## src/rtl/part_addr_seq_pkg.sv

```systemverilog
// Package: constant helpers that derive segment structure from a mask
// that flags the first partition of each segment. Assumes bit 0 is set
// and at most 32 partitions.
package part_addr_seq_pkg;

    localparam int MAX_PART = 32;

    // Index of the last partition in the segment that holds partition p.
    function automatic int seg_last(input logic [MAX_PART-1:0] first, input int n, input int p);
        int  last;
        bit  done;
        last = p;
        done = 1'b0;
        for (int i = p + 1; i < n; i++) begin
            if (first[i]) done = 1'b1;
            if (!done) last = i;
        end
        return last;
    endfunction

    // Index of the first partition in the segment that holds partition p.
    function automatic int seg_first(input logic [MAX_PART-1:0] first, input int p);
        int  head;
        bit  done;
        head = 0;
        done = 1'b0;
        for (int i = p; i >= 0; i--) begin
            if (!done && first[i]) begin
                head = i;
                done = 1'b1;
            end
        end
        return head;
    endfunction

    // Partition that hands the token to partition p.
    function automatic int tok_pred(input logic [MAX_PART-1:0] first, input int n, input int p);
        return first[p] ? seg_last(first, n, p) : p - 1;
    endfunction

    // Partition that receives the token from partition p.
    function automatic int tok_succ(input logic [MAX_PART-1:0] first, input int n, input int p);
        return (seg_last(first, n, p) == p) ? seg_first(first, p) : p + 1;
    endfunction

    // Number of segments.
    function automatic int seg_count(input logic [MAX_PART-1:0] first, input int n);
        int c;
        c = 0;
        for (int i = 0; i < n; i++) if (first[i]) c++;
        return c;
    endfunction

    // Mask of partitions that belong to segment s.
    function automatic logic [MAX_PART-1:0] seg_mask(input logic [MAX_PART-1:0] first, input int n, input int s);
        logic [MAX_PART-1:0] m;
        int                  idx;
        m   = '0;
        idx = -1;
        for (int i = 0; i < n; i++) begin
            if (first[i]) idx++;
            if (idx == s) m[i] = 1'b1;
        end
        return m;
    endfunction

endpackage

```

## src/rtl/part_addr_cell.sv

```systemverilog
// Partition cell: owns the enable token flag and the local address
// counter of one partition. The counter is the RAM port address itself.
// Assumes DEPTH >= 1 and START+DEPTH fits in ADDR_W bits. A self-looped
// segment is handled by feeding the cell's own wrap back as take_i.
module part_addr_cell #(
    parameter int ADDR_W   = 10,
    parameter int START    = 0,
    parameter int DEPTH    = 512,
    parameter bit IS_FIRST = 1'b1
) (
    input  logic              clk,
    input  logic              rst_n,
    input  logic              pix_valid_i,
    input  logic              take_i,
    output logic              wrap_o,
    output logic              en_o,
    output logic [ADDR_W-1:0] addr_o
);
    localparam logic [ADDR_W-1:0] A_START = ADDR_W'(START);
    localparam logic [ADDR_W-1:0] A_LAST  = ADDR_W'(START + DEPTH - 1);

    logic              en_q;
    logic [ADDR_W-1:0] addr_q;
    logic              at_last;
    logic              step;

    // Decode: this partition consumes a pixel, and whether it is the last slot.
    always_comb begin
        at_last = (addr_q == A_LAST);
        step    = en_q & pix_valid_i;
        wrap_o  = step & at_last;
    end

    // Token flag: drop on own wrap, pick up when the predecessor wraps.
    always_ff @(posedge clk) begin
        if (!rst_n) en_q <= IS_FIRST;
        else        en_q <= (en_q & ~wrap_o) | take_i;
    end

    // Local pointer: count while holding the token, reload at the window end.
    always_ff @(posedge clk) begin
        if (!rst_n)      addr_q <= A_START;
        else if (step)   addr_q <= at_last ? A_START : addr_q + 1'b1;
    end

    assign en_o   = en_q;
    assign addr_o = addr_q;

    // address confined to the partition window
    a_r3_in_window: assert property (@(posedge clk) disable iff (!rst_n)
        (addr_q >= A_START) && (addr_q <= A_LAST));

    // step by one inside the window
    a_r4_step: assert property (@(posedge clk) disable iff (!rst_n)
        (en_q && pix_valid_i && !at_last) |=> (en_q && addr_q == $past(addr_q) + 1'b1));

    // reload the start address after the last slot
    a_r5_reload: assert property (@(posedge clk) disable iff (!rst_n)
        wrap_o |=> (addr_q == A_START));

    // an idle partition parks at its start address
    a_r8_idle_parked: assert property (@(posedge clk) disable iff (!rst_n)
        !en_q |-> (addr_q == A_START));

    // nothing moves without a valid pixel
    a_r9_hold: assert property (@(posedge clk) disable iff (!rst_n)
        !pix_valid_i |=> ($stable(addr_q) && $stable(en_q)));
endmodule

```

## src/rtl/part_token_link.sv

```systemverilog
// Token link: routes each partition's wrap pulse to its successor's take
// input, following partition index inside each segment and closing the
// ring from the last partition back to the first. Purely combinational.
module part_token_link
    import part_addr_seq_pkg::*;
#(
    parameter int                  NUM_PART   = 3,
    parameter logic [NUM_PART-1:0] PART_FIRST = 3'b101
) (
    input  logic [NUM_PART-1:0] wrap_i,
    output logic [NUM_PART-1:0] take_o
);
    localparam logic [MAX_PART-1:0] FIRST_W = MAX_PART'(PART_FIRST);

    for (genvar p = 0; p < NUM_PART; p++) begin : g_link
        localparam int PRED = tok_pred(FIRST_W, NUM_PART, p);
        // Take the token when the predecessor leaves its last slot.
        assign take_o[p] = wrap_i[PRED];
    end
endmodule

```

## src/rtl/part_addr_seq.sv

```systemverilog
// Top: distributed address sequencer for a packed multi-line buffer.
// One cell per partition; token links close each segment into a ring.
// Assumes PART_FIRST[0] = 1 and that partitions of a segment are contiguous.
module part_addr_seq
    import part_addr_seq_pkg::*;
#(
    parameter int                  NUM_PART              = 3,
    parameter int                  ADDR_W                = 10,
    parameter logic [NUM_PART-1:0] PART_FIRST            = 3'b101,
    parameter int                  PART_START [NUM_PART] = '{0, 320, 0},
    parameter int                  PART_DEPTH [NUM_PART] = '{512, 128, 640}
) (
    input  logic                         clk,
    input  logic                         rst_n,
    input  logic                         pix_valid_i,
    output logic [NUM_PART-1:0]          port_en_o,
    output logic [NUM_PART*ADDR_W-1:0]   port_addr_o
);
    localparam logic [MAX_PART-1:0] FIRST_W = MAX_PART'(PART_FIRST);
    localparam int                  NUM_SEG = seg_count(FIRST_W, NUM_PART);

    logic [NUM_PART-1:0] wrap;
    logic [NUM_PART-1:0] take;

    // Ring wiring between partitions of the same segment.
    part_token_link #(
        .NUM_PART   (NUM_PART),
        .PART_FIRST (PART_FIRST)
    ) u_link (
        .wrap_i (wrap),
        .take_o (take)
    );

    for (genvar p = 0; p < NUM_PART; p++) begin : g_part
        part_addr_cell #(
            .ADDR_W   (ADDR_W),
            .START    (PART_START[p]),
            .DEPTH    (PART_DEPTH[p]),
            .IS_FIRST (PART_FIRST[p])
        ) u_cell (
            .clk         (clk),
            .rst_n       (rst_n),
            .pix_valid_i (pix_valid_i),
            .take_i      (take[p]),
            .wrap_o      (wrap[p]),
            .en_o        (port_en_o[p]),
            .addr_o      (port_addr_o[p*ADDR_W +: ADDR_W])
        );

        localparam int SUCC = tok_succ(FIRST_W, NUM_PART, p);
        if (SUCC == p) begin : g_solo
            // a lone partition never loses its enable
            a_r7_solo_always_on: assert property (@(posedge clk) disable iff (!rst_n)
                port_en_o[p]);
        end else if (SUCC > p) begin : g_fwd
            // token moves to the next partition on the wrap
            a_r5_pass_next: assert property (@(posedge clk) disable iff (!rst_n)
                wrap[p] |=> (port_en_o[SUCC] && !port_en_o[p]));
        end else begin : g_back
            // the last partition returns the token to the first
            a_r6_back_to_first: assert property (@(posedge clk) disable iff (!rst_n)
                wrap[p] |=> (port_en_o[SUCC] && !port_en_o[p]));
        end
    end

    for (genvar s = 0; s < NUM_SEG; s++) begin : g_seg
        localparam logic [NUM_PART-1:0] MASK = NUM_PART'(seg_mask(FIRST_W, NUM_PART, s));
        // exactly one live token per segment
        a_r2_one_token: assert property (@(posedge clk) disable iff (!rst_n)
            $countones(port_en_o & MASK) == 1);
    end
endmodule

```

## config.mk

```make
export PLATFORM = sky130hd
export DESIGN_NAME = part_addr_seq
export DESIGN_NICKNAME = d
export VERILOG_FILES = /design/src/rtl/part_addr_seq_pkg.sv /design/src/rtl/part_addr_cell.sv /design/src/rtl/part_token_link.sv /design/src/rtl/part_addr_seq.sv
export SDC_FILE = /design/constraint.sdc
export NUM_CORES = 1
export LEC_CHECK = 0
export BUFFER_PORTS_ARGS = -buffer_cell sky130_fd_sc_hd__buf_2
export CELL_PAD_IN_SITES_DETAIL_PLACEMENT = 1
export CELL_PAD_IN_SITES_GLOBAL_PLACEMENT = 1
export CORE_MARGIN = 3
export CORE_UTILIZATION = 42
export CTS_CLUSTER_DIAMETER = 150
export DETAILED_ROUTE_END_ITERATION = 16
export GPL_ROUTABILITY_DRIVEN = 0
export GPL_TIMING_DRIVEN = 0
export PLACE_DENSITY = 0.88
export SLEW_MARGIN = 20
export SYNTH_ARGS = -nofsm -noshare
export SYNTH_HDL_FRONTEND = slang
export SYNTH_SLANG_ARGS = --single-unit
```

## constraint.sdc

```tcl
create_clock -name clk -period 4.3 [get_ports clk]
set_input_delay 0.43 -clock clk [delete_from_list [all_inputs] [get_ports clk]]
set_output_delay 0.43 -clock clk [all_outputs]
set_load 0.01 [all_outputs]
```

==> results of run 1 <==
sequential cells by signal, indices dropped and copies added, names as in the netlist:
name                  cells
g_part.u_cell.addr_o     30
g_part.u_cell.en_o        3
layer usage:
layer	vias up	track usage, %	share of wire (%)
met1	657	23.6	46
met2	26	34.5	49
met4	0	6.85	1.5
li1	685	-	-
met5	-	0	0
met3	7	6.07	3.8
final timing paths:
check,from,to,slack (ns),depth (start not counted)
worst min-delay path,g_part[1].u_cell.addr_o[0],g_part[1].u_cell.addr_o[0],0.51,2
worst max-delay path,g_part[0].u_cell.addr_o[0],g_part[0].u_cell.addr_o[7],2.55,5
worst max register to register,g_part[0].u_cell.addr_o[0],g_part[0].u_cell.addr_o[7],2.55,5
worst min register to register,g_part[1].u_cell.addr_o[0],g_part[1].u_cell.addr_o[0],0.51,2
cell usage after synthesis (2+ instances only):
cell type	instances
a21boi_0	6
a21boi_1	2
a21oi_1	2
and2_1	7
buf_4	3
clkbuf_1	2
dfxtp_1	33
ha_1	3
inv_1	5
nand2_1	18
nand2b_1	3
nand3_1	11
nand4_1	6
nor2_1	20
nor3_1	6
nor4_1	5
o21ai_0	5
or3_1	3
xnor2_1	15
xor2_1	5
stage by stage:
| step | setup slack [ns] | utilization (%) | instance area [um^2] |
|---|---|---|---|
| 2_1_floorplan | 2.80 | - | 1540 |
| 3_3_place_gp | 2.62 | 51.4 | 1770 |
| 3_5_place_dp | 2.60 | 51.4 | 1770 |
| 4_1_cts | 2.55 | 54.4 | 1870 |
| 5_1_grt | 2.41 | 54.4 | 1870 |
| 6_report | 2.55 | 54.4 | 1870 |
power breakdown:
group          internal [uW]  switching, uW
Sequential               309           4.06
Combinational           9.12           15.4
Clock                    145            111
layout make-up:
class | count | area share [%]
sequential | 33 | 35.3
timing repair buffer | 34 | 9.09
buffer | 6 | 1.87
multi-input combinational | 131 | 44.3
inverter | 5 | 1.00
clock buffer | 7 | 5.15
tap | 46 | 3.07
clock inverter | 1 | 0.267
cells by family (layout without fill, tap and decap cells):
| kind of cell | after synthesis | count (layout) |
|---|---|---|
| simple gates | 87 | 87 |
| buf+inv | 11 | 53 |
| flops | 33 | 33 |
| xor+xnor | 20 | 20 |
| fa+ha+maj | 3 | 3 |
| compound gates | 21 | 21 |
worst min-delay path: cells and delay by family (launching register included):
kind | cells | cell delay, ns
AND/OR/NAND/NOR | 1 | 0.07
flip-flops | 1 | 0.34
AO/OA/AOI/OAI | 1 | 0.05
==> flow_metrics.env, run 1 <==
export IMPL_grt_overflow=0
export IMPL_dieArea_um2=4440
export IMPL_tns_ns=0
export IMPL_holdBufCountCts=0
export IMPL_relSlewSlack_pct=64.0
export IMPL_fin_cells=263
export IMPL_period_needed_ns=1.75
export IMPL_place_detailed_instances=255
export IMPL_synth_area_per_cell_um2=8.82
export IMPL_synth_warnings=0
export IMPL_maxCapViolations=0
export IMPL_register_area_um2=661
export IMPL_multi_input_area_um2=828
export IMPL_routed_wl_mm=3.85
export IMPL_core_um2=3440
export IMPL_drt_initial_drc_count=70
export IMPL_n_fill_cell=435
export IMPL_synth_xor_area_share_pct=11.4
export IMPL_critPathKind="flip-flop to flip-flop"
export IMPL_grt_pass1_wl_mm=6.69
export IMPL_synth_top_area_share_pct=42.8
export IMPL_synth_top_family_by_area="simple AND/OR/NAND/NOR gates"
export IMPL_synth_edf_count=0
export IMPL_drive_above_1_share_pct=24.0
export IMPL_fp_dieW_um=66.6
export IMPL_grt_pass1_vias=1406
export IMPL_yosys_register_bits=33
export IMPL_clock_sinks=33
export IMPL_fin_worst_skew_ns=0.00555
export IMPL_netlist_area_um2=1540
export IMPL_drc=0
export IMPL_cp_data_arrival_time_ns=1.92
export IMPL_cts_root_buf="clkbuf_8"
export IMPL_synthTopCellsByArea="dfxtp_1 (43%), xnor2_1 (8.5%), nor2_1 (4.9%)"
export IMPL_worstMarginPinSlew_ns=0.541
export IMPL_worstSetupEndpointType="flip-flop"
export IMPL_mostFrequentLayoutCells="buf_2 (35), dfxtp_1 (33), nor2_1 (20)"
export IMPL_status="finished, final reports clean"
export IMPL_synth_cells=175
export IMPL_finalMaxSlewViolations=0
export IMPL_timing_final_crit_share_pct=40.8
export IMPL_syn_num_nets=181
export IMPL_cpPeakStageDelay_ns=0.49
export IMPL_crit_required_ns=4.47
export IMPL_ys_types=35
export IMPL_cts_inserted_buffers=5
export IMPL_grt_usage_pct=20.1
export IMPL_power_uw=593
export IMPL_mostFrequentLayoutCell="buf_2"
export IMPL_fp_dieH_um=66.6
export IMPL_vias_per_cell=5.23
export IMPL_synthFlopType="dfxtp_1"
export IMPL_whs_ns=0.509
export IMPL_dp_hpwl_mm=2.75
export IMPL_antenna_found_initial=0
export IMPL_hold_viol_final=0
export IMPL_num_io_pins=36
export IMPL_placementRows=21
export IMPL_leakage_uw=0.000737
export IMPL_cp_slowest_cell="or3_1"
export IMPL_ys_seq_area_share_pct=42.8
export IMPL_syn_to_final_growth_pct=21.3
export IMPL_setup_violations=0
export IMPL_max_freq_mhz=571
export IMPL_num_antenna_cells=0
export IMPL_cts_resized=0
export IMPL_path_delay_family="simple AND/OR/NAND/NOR gates"
export IMPL_power_density_nw_per_um2=317
export IMPL_htreeDepth=2
export IMPL_clk_latency_ns=0.29
export IMPL_drtPass1Iterations=4
export IMPL_cp_start_kind="flip-flop"
export IMPL_async_reset_ff_share_pct=0
export IMPL_rsz0062_at_grt="false"
export IMPL_critPathBufInv=0
export IMPL_muxShareOfSynthArea_pct=0
export IMPL_grt_max_degree=11
export IMPL_crit_fanout=5
export IMPL_drt_antenna_violating_nets=0
export IMPL_worst_hold_path_type="flip-flop to flip-flop"
export IMPL_synthAdderAreaFrac_pct=2.43
export IMPL_synth_compound_area_share_pct=10.7
export IMPL_peakVddDrop_mv=0.153
export IMPL_avgRoutedWirePerCell_um=14.7
export IMPL_clkTransAtPathRegs_ns=0.06
export IMPL_floorplan_initialDensity_pct=44.8
export IMPL_cts_tree="yes"
export IMPL_crit_chain="ha_1 > nand4_1 > or3_1 > nand2_1 > nor2_1"
export IMPL_postCtsSetupBuffers=0
export IMPL_numPortBuffers=34
export IMPL_vias=1375
export IMPL_fin_nets=222
export IMPL_clock_path_buffers=2
export IMPL_yosys_area_share_simple_pct=29.2
export IMPL_synth_area_leader_cell="dfxtp_1"
Power figures use the tool's default switching activity.
==> inputs of run 2 (changes only) <==
--- a/config.mk
+++ b/config.mk
@@ -5,16 +5,17 @@
 export SDC_FILE = /design/constraint.sdc
 export NUM_CORES = 1
 export LEC_CHECK = 0
+export ABC_AREA = 1
 export BUFFER_PORTS_ARGS = -buffer_cell sky130_fd_sc_hd__buf_2
 export CELL_PAD_IN_SITES_DETAIL_PLACEMENT = 1
 export CELL_PAD_IN_SITES_GLOBAL_PLACEMENT = 1
 export CORE_MARGIN = 3
-export CORE_UTILIZATION = 42
+export CORE_UTILIZATION = 33
 export CTS_CLUSTER_DIAMETER = 150
 export DETAILED_ROUTE_END_ITERATION = 16
 export GPL_ROUTABILITY_DRIVEN = 0
 export GPL_TIMING_DRIVEN = 0
-export PLACE_DENSITY = 0.88
+export PLACE_DENSITY = 0.79
 export SLEW_MARGIN = 20
 export SYNTH_ARGS = -nofsm -noshare
 export SYNTH_HDL_FRONTEND = slang
==> constraint.sdc (replaced) <==
create_clock -name clk -period 1.51 [get_ports clk]
set_input_delay 0.151 -clock clk [delete_from_list [all_inputs] [get_ports clk]]
set_output_delay 0.151 -clock clk [all_outputs]
set_load 0.01 [all_outputs]
==> flow_metrics.env, run 2 <==
export IMPL_hold_viol_final=0
export IMPL_clkTransAtPathRegs_ns=0.07
export IMPL_n_fill_cell=587
export IMPL_worst_r2r_path_depth=7
export IMPL_mostFrequentLayoutCell="nand2_1"
export IMPL_fp_dieH_um=75.0
export IMPL_rrSetupSlack_ns=0.14
export IMPL_yosys_register_bits=33
export IMPL_max_freq_mhz=732
export IMPL_vias=1571
export IMPL_synth_area_per_cell_um2=6.92
export IMPL_dp_hpwl_mm=3.12
export IMPL_timing_final_crit_share_pct=90.4
export IMPL_async_reset_ff_share_pct=0
export IMPL_synthTopCellsByArea="dfxtp_1 (42%), nand2_1 (14%), nor2_1 (8.4%)"
export IMPL_drc=0
export IMPL_fin_nets=275
export IMPL_grt_overflow=0
export IMPL_mostFrequentLayoutCells="nand2_1 (57), buf_2 (35), nor2_1 (31)"
export IMPL_fin_ws_ns=0.145
export IMPL_drtPass1Iterations=4
export IMPL_peakVddDrop_mv=0.442
export IMPL_worstMarginPinSlew_ns=0.505
export IMPL_synth_area_leader_cell="dfxtp_1"
export IMPL_synth_most_common_cell="nand2_1"
export IMPL_grt_usage_pct=15.1
export IMPL_routed_wl_mm=3.96
export IMPL_path_delay_family="simple AND/OR/NAND/NOR gates"
export IMPL_worstSetupStartpoint="g_part[1].u_cell.addr_o[0]"
export IMPL_placed_area_um2=1810
export IMPL_crit_chain="ha_1 > nand3_1 > nor2_4 > nand3_2 > nand2_1 > inv_1 > nand3_1"
export IMPL_finalMaxSlewViolations=0
export IMPL_worst_r2r_endpoint="g_part[1].u_cell.addr_o[8]"
export IMPL_crit_fanout=4
export IMPL_critical_path_depth=7
export IMPL_syn_to_final_growth_pct=23.7
export IMPL_placementRows=24
export IMPL_cp_data_arrival_time_ns=1.59
export IMPL_worstSetupEndpointType="flip-flop"
export IMPL_place_ws_ns=-0.0126
export IMPL_num_io_pins=36
export IMPL_num_antenna_cells=0
export IMPL_clock_path_buffers=2
export IMPL_cts_inserted_buffers=5
export IMPL_maxCapViolations=0
export IMPL_leakage_uw=0.000875
export IMPL_htreeDepth=2
export IMPL_cts_root_buf="clkbuf_8"
export IMPL_synth_top_area_share_pct=42.1
export IMPL_status="finished, final reports clean"
export IMPL_antenna_found_initial=0
export IMPL_clock_sinks=33
export IMPL_postCtsSetupBuffers=0
export IMPL_grt_max_degree=11
export IMPL_setup_violations=0
export IMPL_synthFlopType="dfxtp_1"
export IMPL_syn_num_nets=233
export IMPL_relSlewSlack_pct=66.4
export IMPL_critPathCapture="g_part[1].u_cell.addr_o[8]"
export IMPL_dieArea_um2=5620
export IMPL_vias_per_cell=4.89
export IMPL_cpPeakStageDelay_ns=0.36
export IMPL_drt_initial_drc_count=35
export IMPL_largest_reg_flops=30
export IMPL_grt_pass1_vias=1504
export IMPL_period_needed_ns=1.37
export IMPL_clk_latency_ns=0.28
export IMPL_ys_seq_area_share_pct=42.1
export IMPL_fp_dieW_um=75.0
export IMPL_worst_hold_path_type="input pin to flip-flop"
export IMPL_power_density_nw_per_um2=841
export IMPL_cts_tree="yes"
export IMPL_critPathBufInv=1
export IMPL_ys_top_cells_by_count="nand2_1 (59), nor2_1 (35), dfxtp_1 (33)"
export IMPL_floorplan_initialDensity_pct=35.1
export IMPL_core_um2=4470
export IMPL_critPathKind="flip-flop to flip-flop"
export IMPL_reg2reg_from="g_part[1].u_cell.addr_o[0]"
export IMPL_grt_pass1_wl_mm=6.60
export IMPL_avgRoutedWirePerCell_um=12.3
export IMPL_netlist_area_um2=1570
export IMPL_cpMostUsedCell="nand3_1"
export IMPL_numPortBuffers=35
export IMPL_design_area_um2=1940
export IMPL_power_uw=1630
export IMPL_ys_types=22
export IMPL_drt_antenna_violating_nets=0
export IMPL_synth_edf_count=0
export IMPL_synth_warnings=0
export IMPL_fin_worst_skew_ns=0.00367
export IMPL_cp_slowest_cell="dfxtp_2"
export IMPL_drive_above_1_share_pct=23.4
export IMPL_synth_cells=227
export IMPL_crit_required_ns=1.73
export IMPL_cp_start_kind="flip-flop"
## run 2: cell types whose count changed after synthesis, sizes merged, moves of 3 or more
cell	before	now
a21boi	8	0
and2	7	0
nor4	5	0
nor2	20	38
a211oi	0	3
nand2	19	59
nand2b	3	0
nand3	11	21
inv	5	28
xnor2	15	3
a21oi	2	9
or3	4	0
## run 2: routing by layer
metal	GRT usage, %	vias up	share of wire (%)
met5	0	-	0
met3	3.47	5	3.5
met1	19.6	730	48
met4	5.34	0	1.1
li1	-	806	-
met2	24.6	30	48
## run 2: cell type report
class                      instances  area [um^2]  share of cell area [%]
multi-input combinational        161          812                    41.8
sequential                        33          668                    34.4
timing repair buffer              35          175                    9.02
inverter                          28          105                    5.41
clock buffer                       7         86.3                    4.45
tap                               52         65.1                    3.35
buffer                             5         30.0                    1.55
## run 2: kinds of logic after synthesis
group	after synthesis	share of synthesized area, %
and+or+nand+nor	132	36.3
buffers and inverters	33	8.61
DFF	33	42.1
AOI/OAI and AO/OA	19	6.69
xor gates and xnor gates	6	3.35
adders and majority gates	3	2.39
muxes	1	0.637
## run 2: power by group
part	internal, uW	switching, uW
combinational	25.7	50.2
sequential	881	9.83
clock	362	304
total	1270	364
## run 2: through the flow
step	TNS, ns	hold slack [ns]	cells	utilization [%]
after floorplan	0	0.317	227	-
after global placement	-0.0132	0.478	314	40.5
after detailed placement	-0.0126	0.491	314	40.5
after CTS	0	0.192	321	42.4
after global routing	-0.00412	0.198	321	43.4
final	0	0.202	321	43.4
## run 2: worst min-delay path by stage
| stage | from | endpoint | slack, ns | cells after the start |
|---|---|---|---|---|
| 4_1_cts | rst_n | g_part[0].u_cell.addr_o[2] | 0.19 | 3 |
| 3_3_place_gp | g_part[1].u_cell.addr_o[0] | g_part[1].u_cell.addr_o[0] | 0.48 | 2 |
| 2_1_floorplan | pix_valid_i | g_part[0].u_cell.addr_o[2] | 0.32 | 2 |
| 5_1_grt | rst_n | g_part[0].u_cell.addr_o[2] | 0.20 | 3 |
| 6_report | rst_n | g_part[0].u_cell.addr_o[2] | 0.20 | 3 |
| 3_5_place_dp | g_part[1].u_cell.addr_o[0] | g_part[1].u_cell.addr_o[0] | 0.49 | 2 |
## run 2: what timing repair did
| action | in CTS | in global routing |
|---|---|---|
| gates resized for setup | 1 | 17 |
| hold buffers | 0 | 0 |
| setup endpoints to repair | 3 | 21 |
| pin swaps | 0 | 1 |
| hold endpoints to repair | 0 | 0 |
## run 2: tightest hold or removal path, cell delays in order
cell	delay, ns
buf_2	0.11
inv_1	0.10
a211oi_1	0.06
==> inputs of run 3 (changes only) <==
--- a/config.mk
+++ b/config.mk
@@ -10,12 +10,12 @@
 export CELL_PAD_IN_SITES_DETAIL_PLACEMENT = 1
 export CELL_PAD_IN_SITES_GLOBAL_PLACEMENT = 1
 export CORE_MARGIN = 3
-export CORE_UTILIZATION = 33
+export CORE_UTILIZATION = 40
 export CTS_CLUSTER_DIAMETER = 150
 export DETAILED_ROUTE_END_ITERATION = 16
 export GPL_ROUTABILITY_DRIVEN = 0
 export GPL_TIMING_DRIVEN = 0
-export PLACE_DENSITY = 0.79
+export PLACE_DENSITY_LB_ADDON = 0.1
 export SLEW_MARGIN = 20
 export SYNTH_ARGS = -nofsm -noshare
 export SYNTH_HDL_FRONTEND = slang
==> constraint.sdc (replaced) <==
create_clock -name clk -period 1.67 [get_ports clk]
set_input_delay 0.167 -clock clk [delete_from_list [all_inputs] [get_ports clk]]
set_output_delay 0.167 -clock clk [all_outputs]
set_load 0.01 [all_outputs]
==> flow_metrics.env, run 3 (synthesis gave the netlist of run 2 again) <==
export IMPL_status="finished, final reports clean"
export IMPL_timing_final_crit_share_pct=87.3
export IMPL_grt_pass1_wl_mm=6.51
export IMPL_vias=1532
export IMPL_grt_usage_pct=18.6
export IMPL_fin_cells=318
export IMPL_max_freq_mhz=686
export IMPL_drt_antenna_violating_nets=0
export IMPL_fp_dieH_um=68.7
export IMPL_whs_ns=0.214
export IMPL_fin_util_pct=50.9
export IMPL_rsz0062_at_grt="false"
export IMPL_avgRoutedWirePerCell_um=12.1
export IMPL_peakVddDrop_mv=0.461
export IMPL_drive_above_1_share_pct=18.1
export IMPL_cts_resized=0
export IMPL_htreeDepth=2
export IMPL_grt_pass1_vias=1486
export IMPL_relSlewSlack_pct=67.1
export IMPL_drt_initial_drc_count=40
export IMPL_dp_hpwl_mm=2.98
export IMPL_cp_start_kind="flip-flop"
export IMPL_clock_sinks=33
export IMPL_leakage_uw=0.000871
export IMPL_largest_reg_flops=30
export IMPL_worst_hold_path_type="input pin to flip-flop"
export IMPL_placementRows=22
export IMPL_critPathKind="flip-flop to flip-flop"
export IMPL_hold_viol_final=0
export IMPL_postCtsSetupBuffers=0
export IMPL_crit_required_ns=1.84
export IMPL_antenna_found_initial=0
export IMPL_num_io_pins=36
export IMPL_cp_data_arrival_time_ns=1.63
export IMPL_tns_ns=0
export IMPL_routed_wl_mm=3.86
export IMPL_floorplan_initialDensity_pct=42.3
export IMPL_maxCapViolations=0
export IMPL_period_needed_ns=1.46
export IMPL_place_detailed_instances=310
export IMPL_worstMarginPinSlew_ns=0.493
export IMPL_fin_nets=275
export IMPL_cts_tree="yes"
export IMPL_syn_to_final_growth_pct=20.6
export IMPL_num_antenna_cells=0
export IMPL_fp_dieW_um=68.7
export IMPL_grt_max_degree=11
export IMPL_core_um2=3720
export IMPL_cts_inserted_buffers=5
export IMPL_worstSetupEndpointType="flip-flop"
export IMPL_finalMaxSlewViolations=0
export IMPL_cts_root_buf="clkbuf_8"
export IMPL_power_density_nw_per_um2=764
export IMPL_mostFrequentLayoutCell="nand2_1"
export IMPL_numPortBuffers=35
export IMPL_clkTransAtPathRegs_ns=0.06
export IMPL_fin_worst_skew_ns=0.00140
export IMPL_holdBufCountCts=0
export IMPL_vias_per_cell=4.82
export IMPL_drc=0
export IMPL_clock_path_buffers=2
export IMPL_crit_fanout=4
export IMPL_setup_violations=0
export IMPL_clk_latency_ns=0.28
export IMPL_grt_overflow=0
export IMPL_drtPass1Iterations=4
export IMPL_dieArea_um2=4710
export IMPL_mostFrequentLayoutCells="nand2_1 (59), buf_2 (35), nor2_1 (34)"
==> run 3: report_power, final <==
group / internal [uW] / leakage (uW) / switching, uW
sequential: 795 / 0.000267 / 9.07
combinational: 22.5 / 0.000565 / 44.1
clock: 296 / 0.0000395 / 280
==> run 3: critical path, stage by stage (launching register included) <==
cell and delay, ns:
dfxtp_1 0.38, ha_1 0.19, nand2_1 0.11, nor2_4 0.13, nand2_1 0.11, nor2_1 0.14
nand2_1 0.07, nand2_1 0.15, nor2_1 0.07
==> run 3: cell type report <==
cell class | count | area, um^2
flip-flops and latches | 33 | 661
fillers | 525 | 1820
well taps | 48 | 60.1
clock buffers | 8 | 80.1
multi-input cells | 161 | 782
repair buffers | 35 | 175
inverters | 28 | 105
plain buffers | 5 | 30.0
==> run 3: layer usage <==
metal  vias to the layer above  global-route usage [%]  share of wire, %
met2                        26                    31.0                46
met5                         -                       0                 0
li1                        804                       -                 -
met1                       696                    22.5                48
met3                         6                    5.51               4.8
met4                         0                    6.70               1.1
==> run 3: path summary, 6_finish.rpt <==
check                             startpoint                          to  slack [ns]  cells past startpoint
setup / recovery  g_part[2].u_cell.addr_o[0]  g_part[2].u_cell.addr_o[9]        0.21                      8
hold / removal                         rst_n  g_part[0].u_cell.addr_o[2]        0.21                      3
setup reg to reg  g_part[2].u_cell.addr_o[0]  g_part[2].u_cell.addr_o[9]        0.21                      8
hold reg to reg   g_part[1].u_cell.addr_o[0]  g_part[1].u_cell.addr_o[0]        0.49                      2
==> run 3: per-stage QoR <==
step	total power [uW]	setup slack [ns]	area, um^2
floorplan	862	0.353	1570
global placement	887	0.147	1810
detailed placement	889	0.164	1810
CTS	1470	0.138	1890
global route	1510	0.0150	1890
finish	1450	0.212	1890
